`src/rtl/irqp_pkg.sv`:
```
// Shared widths, operation codes and record types for the interrupt
// presentation controller. Assumes priorities and source numbers pack
// into one 32-bit accept word.
package irqp_pkg;
    localparam int PRIO_W = 8;
    localparam int SRC_W  = 24;
    localparam int WORD_W = PRIO_W + SRC_W;

    typedef enum logic [1:0] {
        OP_THRESH = 2'd0,
        OP_IPI    = 2'd1,
        OP_ACCEPT = 2'd2,
        OP_EOI    = 2'd3
    } irqp_op_e;

    // Architectural state of one presentation point.
    typedef struct packed {
        logic [PRIO_W-1:0] thresh;
        logic [SRC_W-1:0]  src;
        logic [PRIO_W-1:0] pprio;
        logic [PRIO_W-1:0] ipi_prio;
        logic              line;
    } irqp_state_t;

    // Notices and response produced in one cycle.
    typedef struct packed {
        logic              rej_v;
        logic [SRC_W-1:0]  rej_src;
        logic              rsnd_v;
        logic              eoi_v;
        logic [SRC_W-1:0]  eoi_src;
        logic              rsp_v;
        logic [WORD_W-1:0] rsp_word;
    } irqp_notice_t;

    // True when running the IPI check would push out the pending source.
    function automatic logic ipi_displaces(irqp_state_t s);
        return (s.src != '0) && (s.pprio > s.ipi_prio);
    endfunction

    // State after the IPI check; caller has already compared against threshold.
    function automatic irqp_state_t ipi_step(irqp_state_t s, logic [SRC_W-1:0] ipi_src);
        irqp_state_t r;
        r = s;
        if (!((s.src != '0) && (s.pprio <= s.ipi_prio))) begin
            r.src   = ipi_src;
            r.pprio = s.ipi_prio;
            r.line  = 1'b1;
        end
        return r;
    endfunction
endpackage

```
`src/rtl/irqp_port.sv`:
```
// Command port arbitration: a source request always wins the cycle, so the
// processor command is held off with ready low. Assumes the processor keeps
// its command stable until ready is seen.
module irqp_port
    import irqp_pkg::*;
(
    input  logic clk,
    input  logic rst_n,
    input  logic req_valid,
    input  logic [SRC_W-1:0] req_src,
    input  logic cmd_valid,
    output logic cmd_ready,
    output logic req_fire,
    output logic cmd_fire
);
    // Grant the cycle: source first, zero source number is a no-op request.
    always_comb begin
        cmd_ready = !req_valid;
        req_fire  = req_valid && (req_src != '0);
        cmd_fire  = cmd_valid && !req_valid;
    end

    p_source_first_r12: assert property (@(posedge clk) disable iff (!rst_n)
        req_valid |-> (!cmd_ready && !cmd_fire));
endmodule

```
`src/rtl/irqp_core.sv`:
```
// Next-state logic of the presentation point: request arbitration against
// threshold and pending priority, the four processor operations, the IPI
// check and the resend path. Purely combinational; at most one reject per
// cycle follows because a resend only happens with nothing pending.
module irqp_core
    import irqp_pkg::*;
#(
    parameter logic [SRC_W-1:0] IPI_SRC = 24'd2
) (
    input  irqp_state_t        cur,
    input  logic               req_fire,
    input  logic [SRC_W-1:0]   req_src,
    input  logic [PRIO_W-1:0]  req_prio,
    input  logic               cmd_fire,
    input  irqp_op_e           cmd_op,
    input  logic [WORD_W-1:0]  cmd_data,
    output irqp_state_t        nxt,
    output irqp_notice_t       ntc
);
    logic              resend;
    logic [PRIO_W-1:0] new_thresh;

    assign new_thresh = cmd_data[WORD_W-1:SRC_W];

    // Compute the next state and the notices for the operation granted this cycle.
    always_comb begin
        nxt    = cur;
        ntc    = '0;
        resend = 1'b0;
        if (req_fire) begin
            if ((req_prio >= cur.thresh) ||
                ((cur.src != '0) && (cur.pprio <= req_prio))) begin
                ntc.rej_v   = 1'b1;
                ntc.rej_src = req_src;
            end else begin
                if (cur.src != '0) begin
                    ntc.rej_v   = 1'b1;
                    ntc.rej_src = cur.src;
                end
                nxt.src   = req_src;
                nxt.pprio = req_prio;
                nxt.line  = 1'b1;
            end
        end else if (cmd_fire) begin
            unique case (cmd_op)
                OP_THRESH: begin
                    nxt.thresh = new_thresh;
                    if (new_thresh < cur.thresh) begin
                        if ((cur.src != '0) && (new_thresh <= cur.pprio)) begin
                            ntc.rej_v   = 1'b1;
                            ntc.rej_src = cur.src;
                            nxt.src     = '0;
                            nxt.line    = 1'b0;
                        end
                    end else if (cur.src == '0) begin
                        resend = 1'b1;
                    end
                end
                OP_IPI: begin
                    nxt.ipi_prio = cmd_data[PRIO_W-1:0];
                    if (nxt.ipi_prio < cur.thresh) begin
                        if (ipi_displaces(nxt)) begin
                            ntc.rej_v   = 1'b1;
                            ntc.rej_src = cur.src;
                        end
                        nxt = ipi_step(nxt, IPI_SRC);
                    end
                end
                OP_ACCEPT: begin
                    ntc.rsp_v    = 1'b1;
                    ntc.rsp_word = {cur.thresh, cur.src};
                    nxt.src      = '0;
                    nxt.thresh   = cur.pprio;
                    nxt.line     = 1'b0;
                end
                OP_EOI: begin
                    ntc.eoi_v   = 1'b1;
                    ntc.eoi_src = cmd_data[SRC_W-1:0];
                    nxt.thresh  = new_thresh;
                    if (cur.src == '0) resend = 1'b1;
                end
                default: ;
            endcase
        end
        if (resend) begin
            if (nxt.ipi_prio < nxt.thresh) nxt = ipi_step(nxt, IPI_SRC);
            ntc.rsnd_v = 1'b1;
        end
    end
endmodule

```
`src/rtl/irqp_notice.sv`:
```
// Output register stage for the source-layer notices and the accept
// response, so every notice leaves as a clean one-cycle pulse.
module irqp_notice
    import irqp_pkg::*;
(
    input  logic         clk,
    input  logic         rst_n,
    input  irqp_notice_t ntc_d,
    output irqp_notice_t ntc_q
);
    // Register notices; clear on reset.
    always_ff @(posedge clk) begin
        if (!rst_n) ntc_q <= '0;
        else        ntc_q <= ntc_d;
    end

    p_reject_nonzero_r2: assert property (@(posedge clk) disable iff (!rst_n)
        ntc_q.rej_v |-> (ntc_q.rej_src != '0));
    p_rsp_alone_r5: assert property (@(posedge clk) disable iff (!rst_n)
        ntc_q.rsp_v |-> (!ntc_q.eoi_v && !ntc_q.rsnd_v));
endmodule

```
`src/rtl/irq_present_ctrl.sv`:
```
// Per-processor interrupt presentation controller. Holds one pending source,
// the processor threshold and the IPI priority, arbitrates source requests
// against them and drives the processor's interrupt line. Assumes the source
// layer answers reject/resend notices itself; nothing here queues them.
module irq_present_ctrl
    import irqp_pkg::*;
#(
    parameter logic [SRC_W-1:0] IPI_SRC = 24'd2
) (
    input  logic              clk,
    input  logic              rst_n,
    input  logic              req_valid,
    input  logic [SRC_W-1:0]  req_src,
    input  logic [PRIO_W-1:0] req_prio,
    output logic              rej_valid,
    output logic [SRC_W-1:0]  rej_src,
    output logic              rsnd_valid,
    output logic              eoi_valid,
    output logic [SRC_W-1:0]  eoi_src,
    input  logic              cmd_valid,
    output logic              cmd_ready,
    input  logic [1:0]        cmd_op,
    input  logic [WORD_W-1:0] cmd_data,
    output logic              rsp_valid,
    output logic [WORD_W-1:0] rsp_data,
    output logic              irq_o
);
    localparam logic [PRIO_W-1:0] IPI_IDLE = '1;

    irqp_state_t  st_q, st_d;
    irqp_notice_t ntc_d, ntc_q;
    logic         req_fire, cmd_fire;
    irqp_op_e     op;

    assign op = irqp_op_e'(cmd_op);

    irqp_port u_port (
        .clk       (clk),
        .rst_n     (rst_n),
        .req_valid (req_valid),
        .req_src   (req_src),
        .cmd_valid (cmd_valid),
        .cmd_ready (cmd_ready),
        .req_fire  (req_fire),
        .cmd_fire  (cmd_fire)
    );

    irqp_core #(.IPI_SRC(IPI_SRC)) u_core (
        .cur      (st_q),
        .req_fire (req_fire),
        .req_src  (req_src),
        .req_prio (req_prio),
        .cmd_fire (cmd_fire),
        .cmd_op   (op),
        .cmd_data (cmd_data),
        .nxt      (st_d),
        .ntc      (ntc_d)
    );

    irqp_notice u_notice (
        .clk   (clk),
        .rst_n (rst_n),
        .ntc_d (ntc_d),
        .ntc_q (ntc_q)
    );

    // Hold the architectural state; reset to idle with IPI priority least urgent.
    always_ff @(posedge clk) begin
        if (!rst_n) begin
            st_q          <= '0;
            st_q.ipi_prio <= IPI_IDLE;
        end else begin
            st_q <= st_d;
        end
    end

    // Drive the ports from the registered state and notices.
    always_comb begin
        irq_o      = st_q.line;
        rej_valid  = ntc_q.rej_v;
        rej_src    = ntc_q.rej_src;
        rsnd_valid = ntc_q.rsnd_v;
        eoi_valid  = ntc_q.eoi_v;
        eoi_src    = ntc_q.eoi_src;
        rsp_valid  = ntc_q.rsp_v;
        rsp_data   = ntc_q.rsp_word;
    end

    p_line_tracks_pending_r4: assert property (@(posedge clk) disable iff (!rst_n)
        irq_o == (st_q.src != '0));
    p_accept_lowers_r5: assert property (@(posedge clk) disable iff (!rst_n)
        (cmd_fire && op == OP_ACCEPT) |=> (!irq_o && rsp_valid));
    p_eoi_forward_r6: assert property (@(posedge clk) disable iff (!rst_n)
        (cmd_fire && op == OP_EOI) |=> (eoi_valid && eoi_src == $past(cmd_data[SRC_W-1:0])));
    p_ipi_loads_r9: assert property (@(posedge clk) disable iff (!rst_n)
        (cmd_fire && op == OP_IPI && st_q.src == '0 && cmd_data[PRIO_W-1:0] < st_q.thresh)
        |=> (irq_o && st_q.src == IPI_SRC));
    p_zero_src_quiet_r13: assert property (@(posedge clk) disable iff (!rst_n)
        (req_valid && req_src == '0) |=> (!rej_valid && $stable(irq_o)));
endmodule

```
`config.mk`:
```
export PLATFORM = sky130hd
export DESIGN_NAME = irq_present_ctrl
export DESIGN_NICKNAME = d
export VERILOG_FILES = /design/src/rtl/irqp_pkg.sv /design/src/rtl/irqp_port.sv /design/src/rtl/irqp_core.sv /design/src/rtl/irqp_notice.sv /design/src/rtl/irq_present_ctrl.sv
export SDC_FILE = /design/constraint.sdc
export NUM_CORES = 1
export LEC_CHECK = 0
export CORE_AREA = 2 2 142 144
export CTS_CLUSTER_DIAMETER = 200
export CTS_CLUSTER_SIZE = 24
export DETAILED_ROUTE_END_ITERATION = 7
export DIE_AREA = 0 0 144 146
export PLACE_DENSITY_LB_ADDON = 0.3
export SLEW_MARGIN = 0
export SYNTH_ARGS = -nofsm -noshare
export SYNTH_HDL_FRONTEND = slang
export SYNTH_HIERARCHICAL = 1
export SYNTH_SLANG_ARGS = --single-unit
```
`constraint.sdc`:
```
create_clock -name clk -period 9.1 [get_ports clk]
set_clock_uncertainty 0.05 [all_clocks]
set_input_delay 1.365 -clock clk [delete_from_list [all_inputs] [get_ports clk]]
set_output_delay 1.365 -clock clk [all_outputs]
set_load 0.01 [all_outputs]
```
# Word level (Yosys, flattened, before mapping)
# Cells that the tools add are included.
[totals]
inputBits = 70
regBits = 133
[op_classes]
bitwise_logic = 4
muxes = 39
reduce_logical = 18
eq_ne = 3
order_cmp = 9
[op_table]
columns = ["op", "count"]
rows = [
  ["2-to-1 mux 25 bit", 9],
  ["2-to-1 mux 32 bit", 4],
  ["2-to-1 mux 41 bit", 3],
  ["case mux 24 bit (3 select lines)", 1],
  ["nonzero test 24 bit", 3],
  ["case mux 25 bit (2 select lines)", 1],
  ["2-to-1 mux 49 bit", 1],
  ["2-to-1 mux 24 bit", 2],
  ["2-to-1 mux 33 bit", 1],
  ["less-or-equal comparator 8 bit", 4],
  ["logical NOT 24 bit", 1],
  ["< comparator 8 bit", 3],
  ["case mux 8 bit (3 select lines)", 1],
  ["2-to-1 mux 16 bit", 1],
  ["2-to-1 mux 8 bit", 2],
  ["2-to-1 mux 1 bit", 11],
  [">= comparator 8 bit", 1],
  ["greater-than comparator 8 bit", 1],
  ["OR reduction 4 bit", 2],
  ["logical AND 1 bit", 7],
  ["== test 2 bit, second input constant", 2],
  ["inverter 1 bit", 4],
  ["case mux 1 bit (3 select lines)", 1],
  ["OR reduction 3 bit", 1],
  ["6 further kinds", 6],
]

# Logic depth before layout (Yosys ltp)
# Gate-level depths: netlist (run 1).
[logic_depth]
ltp_word = 12
mapped_depth = 22
ltp_nobuf = 20

# Hierarchy
# Netlist (run 1), hierarchy kept.
[modules_own_cells]
columns = ["mod", "cells_each", "seq_area_each_um2", "area_each_um2", "instances"]
rows = [
  ["irqp_core", 597, 0.0, 3958.8, 1],
  ["irqp_notice", 177, 1681.6, 2296.0, 1],
  ["irq_present_ctrl", 103, 980.9, 1321.3, 1],
  ["irqp_port", 10, 0.0, 62.6, 1],
]

# Least setup slack after synthesis (run 1)
# Ideal clock, no wire load.
[synth_timing]
path_kind = "input to register"
startpoint = "input cmd_data[2]"
endpoint = "register st_q[10] (netlist bit)"
path_slack_ps = 4158
path_buffers = 2
required_time_ps = 8935
setup_ps = 115
cell_stages = 22
t_arrival_ps = 4777
path_cell_list = "inv_1 > ha_1 > and4b_1 > a211oi_1 > o22ai_1 > nor2_2 > nand3b_1 > buf_2 > mux2i_1 > a21oi_1 > ha_1 > nor2b_1 > o21a_1 > o21ai_0 > nand2b_1 > a21oi_1 > o21ai_0 > o31a_1 > o21bai_2 > buf_6 > mux2_4 > and2_1"
[synth_lines]
columns = ["item", "line_no", "text"]
rows = [
  ["start, declared", "irq_present_ctrl.sv:23", "input logic [WORD_W-1:0] cmd_data,"],
  ["end signal, assigned", "irq_present_ctrl.sv:73", "st_q <= st_d;"],
  ["end, declared", "irq_present_ctrl.sv:30", "irqp_state_t st_q, st_d;"],
]

==> results of run 1 <==
registers in the layout, summed over array words and instances (netlist names):
name / flops
st_q: 48
u_notice/ntc_q: 84
irq_o: 1
Yosys cell counts, drive strengths merged, types with 2 or more instances:
master and n:
inv 54, and2 182, a211oi 14, and4 2, o211ai 7, nand3b 2
a22oi 8, nand2b 10, nor3 2, clkbuf 19, a21o 5, mux2 8
buf 26, nand4 8, nor2b 12, nand3 22, dfxtp 133, or2b 2
nor2 45, o31ai 2, o21ai 51, mux2i 48, o21a 4, and3 3
a21oi 47, nand2 74, nor4 11, a31oi 5, ha 66, or2 2
o22ai 2, nor4b 2
cell families after synthesis:
group / count (synthesis)
adder cells (fa/ha/maj): 66
multiplexers: 56
buffers and inverters: 99
AND/OR/NAND/NOR: 381
flip-flops: 133
AO/OA/AOI/OAI: 152
layout make-up:
class | instances | area (um2) | share of cell area (%)
sequential | 133 | 2660 | 27.0
tap | 265 | 332 | 3.36
multi-input combinational | 655 | 4500 | 45.6
inverter | 54 | 208 | 2.11
clock inverter | 12 | 129 | 1.31
clock buffer | 19 | 453 | 4.59
timing repair buffer | 159 | 1580 | 16.0
per-layer routing:
metal  wire (um)  part of all wire (%)  up-vias
met2        9430                    44      235
met4         400                   1.9        0
met5           0                     0        -
met3        1510                   7.1       30
met1       10000                    47     2957
li1            -                     -     3252
worst max-delay path: stages:
cell             delay, ps
clkdlybuf4s50_1        470
nor4_1                 600
and4_1                 350
a31oi_2                240
nand2b_1               320
nor2_1                 790
nor2_1                  80
a21oi_1                250
inv_1                   70
ha_1                   280
and4_1                 200
o21ai_0                 60
a21oi_1                 60
nand4bb_1              280
o21bai_2               410
mux2_4                 350
and2_1                 150
through the flow:
stage	hold slack, ps	setup slack (ps)
5_1_grt	618	2660
6_report	568	3010
3_3_place_gp	559	2690
3_5_place_dp	561	2690
4_1_cts	571	3130
2_1_floorplan	489	4160
final timing paths:
check,endpoint,cells past startpoint
worst max-delay path,st_q[13],17
worst min-delay path,u_notice/ntc_q[28],2
worst max register to register,st_q[13],19
worst min register to register,u_notice/ntc_q[28],2
power groups by stage:
| stage | Sequential [uW] | Clock [uW] | Combinational [uW] |
|---|---|---|---|
| 2_1_floorplan | 655 | 0 | 301 |
| 3_3_place_gp | 663 | 0 | 426 |
| 3_5_place_dp | 663 | 0 | 427 |
| 4_1_cts | 651 | 700 | 432 |
| 5_1_grt | 656 | 726 | 478 |
| 6_report | 651 | 686 | 434 |
==> impl_metrics.tcl, run 1 <==
set metrics [dict create \
    gr-total-overflow 0 \
    grt_pass1_vias 6309 \
    min_from "st_q[45]" \
    r2r_setup_slack_ps 4210 \
    cellPowerDensity_nw_per_um2 180 \
    clkTransAtPathRegs_ps 60 \
    wl_per_cell_um 16.5 \
    synth_fp_nets 1023 \
    grtUsageTotal_pct 20.7 \
    ctsHtreeMaxLevel 4 \
    cts_tree "built" \
    worstHoldPathType "flip-flop to flip-flop" \
    synth.mux.area_fraction_pct 7.81 \
    synth_top_area_share_pct 34.9 \
    ys_ff_latch 133 \
    grt_use_met3_pct 4.48 \
    share_comb_of_total_power_pct 24.5 \
    fin_crit_ps 6090 \
    swShare_pct 30.5 \
    layout_common_cells "and2_1 (181), clkdlybuf4s50_1 (154), dfxtp_1 (133), nand2_1 (73), ha_1 (66)" \
    cap_violations 0 \
    rows 51 \
    antenna_found_initial 0 \
    synthAdderAreaFrac_pct 10.8 \
    layoutNonFillerInstCount 1297 \
    p_int_uw 1230 \
    initial_core_util_pct 39.5 \
    die_area_um2 21000 \
    synth_top_family_by_area "simple AND/OR/NAND/NOR gates" \
    place_area_um2 9280 \
    dr.first_iter.drc_count 570 \
    synth_compound_area_share_pct 12.1 \
    remaining_drc_errors 0 \
    grt_pass1_wl_mm 34.0 \
    path_max_fanout 15 \
    p_switching_uw 541 \
    synthArstFlopShare_pct 0 \
    io_pins 156 \
    power_frac_seq_pct 36.8 \
    outcome "finished clean" \
    drive_gt1_share_pct 6.30 \
    fillers 1864 \
    synth-xor-area-share_pct 0 \
    cellLeakagePower_uw 0.00428 \
    clock-root-buffer "clkbuf_16" \
    yosysWarnings 6 \
    design_area_um2 9860 \
    synth_cells 887 \
    synth.distinct_cells 59 \
    clock_latency_ps 430 \
    vias 6474 \
    dp.cells 1266 \
    fin_util_pct 51.0 \
    max_freq_mhz 164 \
    hpwl_mm 15.2 \
    synth_edf_count 0 \
    maxSlewViolCount 0 \
    synth_top_flop_cell "dfxtp_1" \
    cp-end-kind "flip-flop" \
    vias_per_cell 4.99 \
    gp_congestion 0.890 \
    area_delta_synth_final_pct 29.1 \
    die_x_um 144 \
    setup_tns_ps 0 \
    clockBufferDepth 2 \
    layout_commonest_cell "and2_1" \
    ir_drop_mv 0.132 \
    core_area_um2 19300 \
    worstMarginPinSlew_ps 1130 \
    hold_viol 0 \
    numCtsBuffers 17 \
    crit_start "req_src[0]" \
    rsz0062_at_grt "no" \
    syn-cell-area_um2 7640 \
    io_buffers 155 \
    slew_headroom_pct 24.5 \
    setup_viol 0 \
    ant_nets 0 \
    syn_avg_cell_area_um2 8.61 \
    grtUsageMet1_pct 29.0 \
    diodes 0 \
    cp.arrival_ps 6350 \
    drt_wl_total_mm 21.3 \
    yosys.area_share.simple_pct 28.0 \
    cts_sinks 133 \
    worst_setup_path_start_kind "input pin" \
    use_met2_pct 31.7 \
    dieHeight_um 146 \
    synth_top_cell_by_area "dfxtp_1" \
    synthTopCellsByArea "dfxtp_1 (35%), and2_1 (15%), ha_1 (11%)" \
    first_pass_iters 6 \
    cts_resized 0 \
    busiest_layer "met2" \
    p_clk_share_pct 38.7 \
    fin_crit_sh_pct 66.9 \
    reg2reg_from "st_q[14]" \
    holdBufCountCts 0 \
    grt_start_max_net_pins 134 \
    seq_area_frac_synth_pct 34.9 \
    total_power_uw 1770 \
    required_ps 9360 \
    post_cts_buffers 0 \
    final_nets 1156 \
    critPathKind "input pin to flip-flop" \
]
(Power assumes the default switching activity.)
==> run 2, diff against run 1 <==
==> constraint.sdc (replaced) <==
create_clock -name clk -period 6.25 [get_ports clk]
set_clock_uncertainty 0.05 [all_clocks]
set_input_delay 0.9375 -clock clk [delete_from_list [all_inputs] [get_ports clk]]
set_output_delay 0.9375 -clock clk [all_outputs]
set_load 0.01 [all_outputs]
==> impl_metrics.tcl, run 2 (synthesis gave the netlist of run 1 again) <==
set metrics [dict create \
    area_delta_synth_final_pct 30.3 \
    use_met2_pct 29.8 \
    clock-root-buffer "clkbuf_16" \
    diodes 0 \
    busiest_layer "met2" \
    post_cts_buffers 0 \
    cts_sinks 133 \
    final_nets 1163 \
    max_freq_mhz 187 \
    setup_viol 0 \
    reg2reg_to "st_q[16]" \
    whs_endpoint "st_q[6]" \
    vias_per_cell 4.94 \
    io_pins 156 \
    cp.arrival_ps 5620 \
    critPathKind "input pin to flip-flop" \
    initial_core_util_pct 39.5 \
    die_x_um 144 \
    layout_common_cells "and2_1 (181), clkdlybuf4s50_1 (154), dfxtp_1 (133), nand2_1 (73), ha_1 (66)" \
    fin_crit_ps 5360 \
    maxSlewViolCount 0 \
    grtUsageTotal_pct 19.6 \
    clkTransAtPathRegs_ps 60 \
    rsz0062_at_grt "no" \
    crit_chain "clkdlybuf4s50_1, inv_1, ha_1, and4b_1, a211oi_1, o22ai_1, nor2_2, nand3b_1, mux2_2, o21ai_1, ha_1, nor2b_1, o21a_1, o21ai_0, nand2b_1, a21oi_1, o21ai_0, o31a_1, o21bai_2, mux2_4, and2_1" \
    ir_drop_mv 0.200 \
    max_stage_delay_ps 620 \
    die_area_um2 21000 \
    grtUsageMet1_pct 27.8 \
    grt_pass1_vias 6064 \
    outcome "finished clean" \
    gp_congestion 0.913 \
    worstMarginPinSlew_ps 1180 \
    numCtsBuffers 17 \
    fin_crit_sh_pct 85.7 \
    clock_latency_ps 430 \
    cellLeakagePower_uw 0.00433 \
    ant_nets 0 \
    first_pass_iters 6 \
    r2r_setup_slack_ps 1680 \
    grt_start_max_net_pins 134 \
    hpwl_mm 15.0 \
    worst_setup_path_start_kind "input pin" \
    top_register "u_notice/ntc_q" \
    antenna_found_initial 0 \
    vias 6444 \
    cts_resized 0 \
    reg2reg_from "st_q[14]" \
    wl_per_cell_um 15.8 \
    layout_commonest_cell "and2_1" \
    clockBufferDepth 2 \
    worstHoldPathType "flip-flop to flip-flop" \
    dieHeight_um 146 \
    total_power_uw 2630 \
    path_max_fanout 8 \
    ctsHtreeMaxLevel 4 \
    dr.first_iter.drc_count 435 \
    core_area_um2 19300 \
    gr-total-overflow 0 \
    grt_pass1_wl_mm 32.4 \
    cts_tree "built" \
    drive_gt1_share_pct 7.02 \
    cap_violations 0 \
    rows 51 \
    rr_worst_depth 19 \
    io_buffers 155 \
    min_from "st_q[6]" \
    cp-end-kind "flip-flop" \
    cellPowerDensity_nw_per_um2 265 \
    remaining_drc_errors 0 \
    drt_wl_total_mm 20.6 \
    hold_viol 0 \
    setup_tns_ps 0 \
    holdBufCountCts 0 \
    min_path_cells 3 \
    largest_reg_flops 84 \
    grt_use_met3_pct 4.24 \
    crit_slowest_cell "clkdlybuf4s50_1" \
    slew_headroom_pct 21.3 \
    required_ps 6520 \
]
[run 2: cell count changes in the layout (fill, tap and decap cells not counted), sizes merged]
cell    change
buf         +7
bufinv      +1
inv         +4
clkbuf      -2
clkinv      -2
[run 2: worst max path at each step]
| stage | start | slack, ps | endpoint | cells after the start |
|---|---|---|---|---|
| after floorplan | cmd_data[2] | 1740 | st_q[10] | 22 |
| after global placement | cmd_data[2] | 590 | st_q[14] | 21 |
| after detailed placement | cmd_data[2] | 490 | st_q[16] | 21 |
| after CTS | cmd_data[2] | 930 | st_q[16] | 21 |
| after global routing | cmd_data[2] | 610 | st_q[10] | 21 |
| final | cmd_data[2] | 890 | st_q[16] | 21 |
[run 2: per-layer routing]
layer,part of all wire (%),routed length (um)
met1,49,10100
met2,43,8970
met3,6.2,1280
met4,1.5,313
met5,0,0
[run 2: through the flow]
| step | area [um2] | worst slack (ps) | hold WS, ps | utilization [%] | instances |
|---|---|---|---|---|---|
| 2_1_floorplan | 7640 | 1740 | 489 | - | 887 |
| 3_3_place_gp | 9330 | 588 | 525 | 48.3 | 1273 |
| 3_5_place_dp | 9330 | 493 | 525 | 48.3 | 1273 |
| 4_1_cts | 9950 | 932 | 544 | 51.5 | 1305 |
| 5_1_grt | 9950 | 615 | 580 | 51.5 | 1305 |
| 6_report | 9950 | 893 | 547 | 51.5 | 1305 |
[run 2: area by class of cell]
| cell class | count | area, um2 |
|---|---|---|
| flip-flops and latches | 133 | 2660 |
| clock buffers | 17 | 425 |
| well taps | 265 | 332 |
| clock inverters | 15 | 193 |
| inverters | 54 | 208 |
| repair buffers | 166 | 1630 |
| fillers | 1850 | 9390 |
| multi-input cells | 655 | 4500 |
[run 2: worst max-delay path, delay by kind of cell]
| family | cells | cell delay, ps |
|---|---|---|
| AOI/OAI and AO/OA | 9 | 1800 |
| and+or+nand+nor | 6 | 920 |
| adders and majority gates | 2 | 530 |
| buffers and inverters | 2 | 740 |
| muxes | 2 | 690 |
[run 2: where the power goes]
part,total (uW),switching [uW],internal [uW]
clock network,1050,416,638
registers,946,53.7,892
logic,634,338,296
==> run 3, diff against run 2 <==
--- a/config.mk
+++ b/config.mk
@@ -10,7 +10,7 @@
 export CTS_CLUSTER_SIZE = 24
 export DETAILED_ROUTE_END_ITERATION = 7
 export DIE_AREA = 0 0 144 146
-export PLACE_DENSITY_LB_ADDON = 0.3
+export PLACE_DENSITY = 0.76
 export SLEW_MARGIN = 0
 export SYNTH_ARGS = -nofsm -noshare
 export SYNTH_HDL_FRONTEND = slang
==> impl_metrics.tcl, run 3 (synthesis gave the netlist of run 1 again) <==
set metrics [dict create \
    grtUsageMet1_pct 26.2 \
    slew_headroom_pct 19.8 \
    clock-root-buffer "clkbuf_16" \
    clkTransAtPathRegs_ps 60 \
    io_buffers 155 \
    io_pins 156 \
    outcome "finished clean" \
    critPathKind "input pin to flip-flop" \
    wl_per_cell_um 15.9 \
    drt_wl_total_mm 20.7 \
    max_stage_delay_ps 590 \
    vias_per_cell 5.11 \
    max_freq_mhz 190 \
    worstMarginPinSlew_ps 1200 \
    fin_crit_sh_pct 84.0 \
    diodes 0 \
    initial_core_util_pct 39.5 \
    ctsHtreeMaxLevel 4 \
    setup_tns_ps 0 \
    holdBufCountCts 0 \
    busiest_layer "met2" \
    setup_viol 0 \
    min_path_cells 3 \
    numCtsBuffers 17 \
    crit_chain "clkdlybuf4s50_1, inv_1, ha_1, and4b_1, a211oi_1, o22ai_1, nor2_2, nand3b_1, mux2_2, o21ai_1, ha_1, nor2b_1, o21a_1, o21ai_0, nand2b_1, a21oi_1, o21ai_0, o31a_1, o21bai_2, mux2_4, and2_1" \
    clockBufferDepth 2 \
    total_power_uw 2700 \
    cellLeakagePower_uw 0.00435 \
    top_register "u_notice/ntc_q" \
    place_area_um2 9320 \
    cp.arrival_ps 5510 \
    use_met2_pct 30.9 \
    dr.first_iter.drc_count 563 \
    grt_pass1_wl_mm 32.9 \
    cts_sinks 133 \
    ir_drop_mv 0.180 \
    die_x_um 144 \
    dieHeight_um 146 \
    seqCellArea_um2 2660 \
    largest_reg_flops 84 \
    cts_resized 0 \
    gr-total-overflow 0 \
    ant_nets 0 \
    gp_congestion 0.965 \
    final_nets 1161 \
    remaining_drc_errors 0 \
    reg2reg_to "st_q[10]" \
    worstHoldPathType "flip-flop to flip-flop" \
    rows 51 \
    reg2reg_from "st_q[9]" \
    core_area_um2 19300 \
    min_from "st_q[4]" \
    cap_violations 0 \
    r2r_setup_slack_ps 1670 \
    fillers 1751 \
    fin_crit_ps 5250 \
    post_cts_buffers 0 \
    required_ps 6510 \
    die_area_um2 21000 \
    grt_pass1_vias 6332 \
    cp-end-kind "flip-flop" \
    first_pass_iters 5 \
    rsz0062_at_grt "no" \
    grt_start_max_net_pins 134 \
    grtUsageTotal_pct 19.8 \
    hpwl_mm 15.1 \
    hold_viol 0 \
    drive_gt1_share_pct 6.56 \
    crit_slowest_cell "clkdlybuf4s50_1" \
    rr_worst_depth 20 \
    design_area_um2 9970 \
    area_delta_synth_final_pct 30.6 \
    layout_common_cells "and2_1 (181), clkdlybuf4s50_1 (154), dfxtp_1 (133), nand2_1 (73), ha_1 (66)" \
    grt_use_met3_pct 4.77 \
    vias 6652 \
    clock_latency_ps 420 \
    layout_commonest_cell "and2_1" \
    cellPowerDensity_nw_per_um2 271 \
    worst_setup_path_start_kind "input pin" \
    maxSlewViolCount 0 \
    cts_tree "built" \
    whs_endpoint "st_q[4]" \
    multi_input_area_um2 4500 \
    path_max_fanout 8 \
    antenna_found_initial 0 \
]
==> run 3: cell types whose count changed in the layout (fill, tap and decap cells not counted) <==
cell        previous run  this run
inv_8                  2         0
clkinvlp_4             3         0
inv_6                  5         4
clkbuf_1               0         2
clkinv_4               2         1
buf_4                 11         9
bufinv_16              3         6
clkinv_2               1         2
==> run 3: metal layers <==
metal / vias to the layer above / routed length (um)
li1: 3281 / -
met5: - / 0
met1: 3047 / 9190
met4: 0 / 537
met2: 283 / 9210
met3: 41 / 1740
==> run 3: stage by stage <==
step / worst slack, ps / std cells / hold slack (ps) / utilization, %
2_1_floorplan: 1740 / 887 / 489 / -
3_3_place_gp: 721 / 1271 / 522 / 48.2
3_5_place_dp: 608 / 1271 / 533 / 48.2
4_1_cts: 1040 / 1302 / 550 / 51.6
5_1_grt: 709 / 1302 / 577 / 51.6
6_report: 998 / 1302 / 553 / 51.6
==> run 3: critical path: cells and delay by family <==
kind / cells / cell delay [ps]
mux: 2 / 700
fa+ha+maj: 2 / 520
compound gates: 9 / 1750
simple gates: 6 / 910
buf+inv: 2 / 690
==> run 3: worst max path at each step <==
stage	cells after the start	slack, ps	end	startpoint
after detailed placement	21	610	st_q[10]	cmd_data[2]
after global routing	21	710	st_q[10]	cmd_data[2]
final	21	1000	st_q[10]	cmd_data[2]
after floorplan	22	1740	st_q[10]	cmd_data[2]
after global placement	21	720	st_q[15]	cmd_data[2]
after CTS	21	1040	st_q[10]	cmd_data[2]
==> run 3: power breakdown <==
part	switching, uW	internal (uW)	total, uW
Clock	375	748	1120
Sequential	53.5	893	946
Combinational	338	296	634
==> run 3: area by class of cell <==
type / count / area share (%)
clock buffer: 19 / 4.34
multi-input combinational: 655 / 45.1
timing repair buffer: 164 / 16.2
sequential: 133 / 26.7
clock inverter: 12 / 2.26
tap: 265 / 3.32
inverter: 54 / 2.08
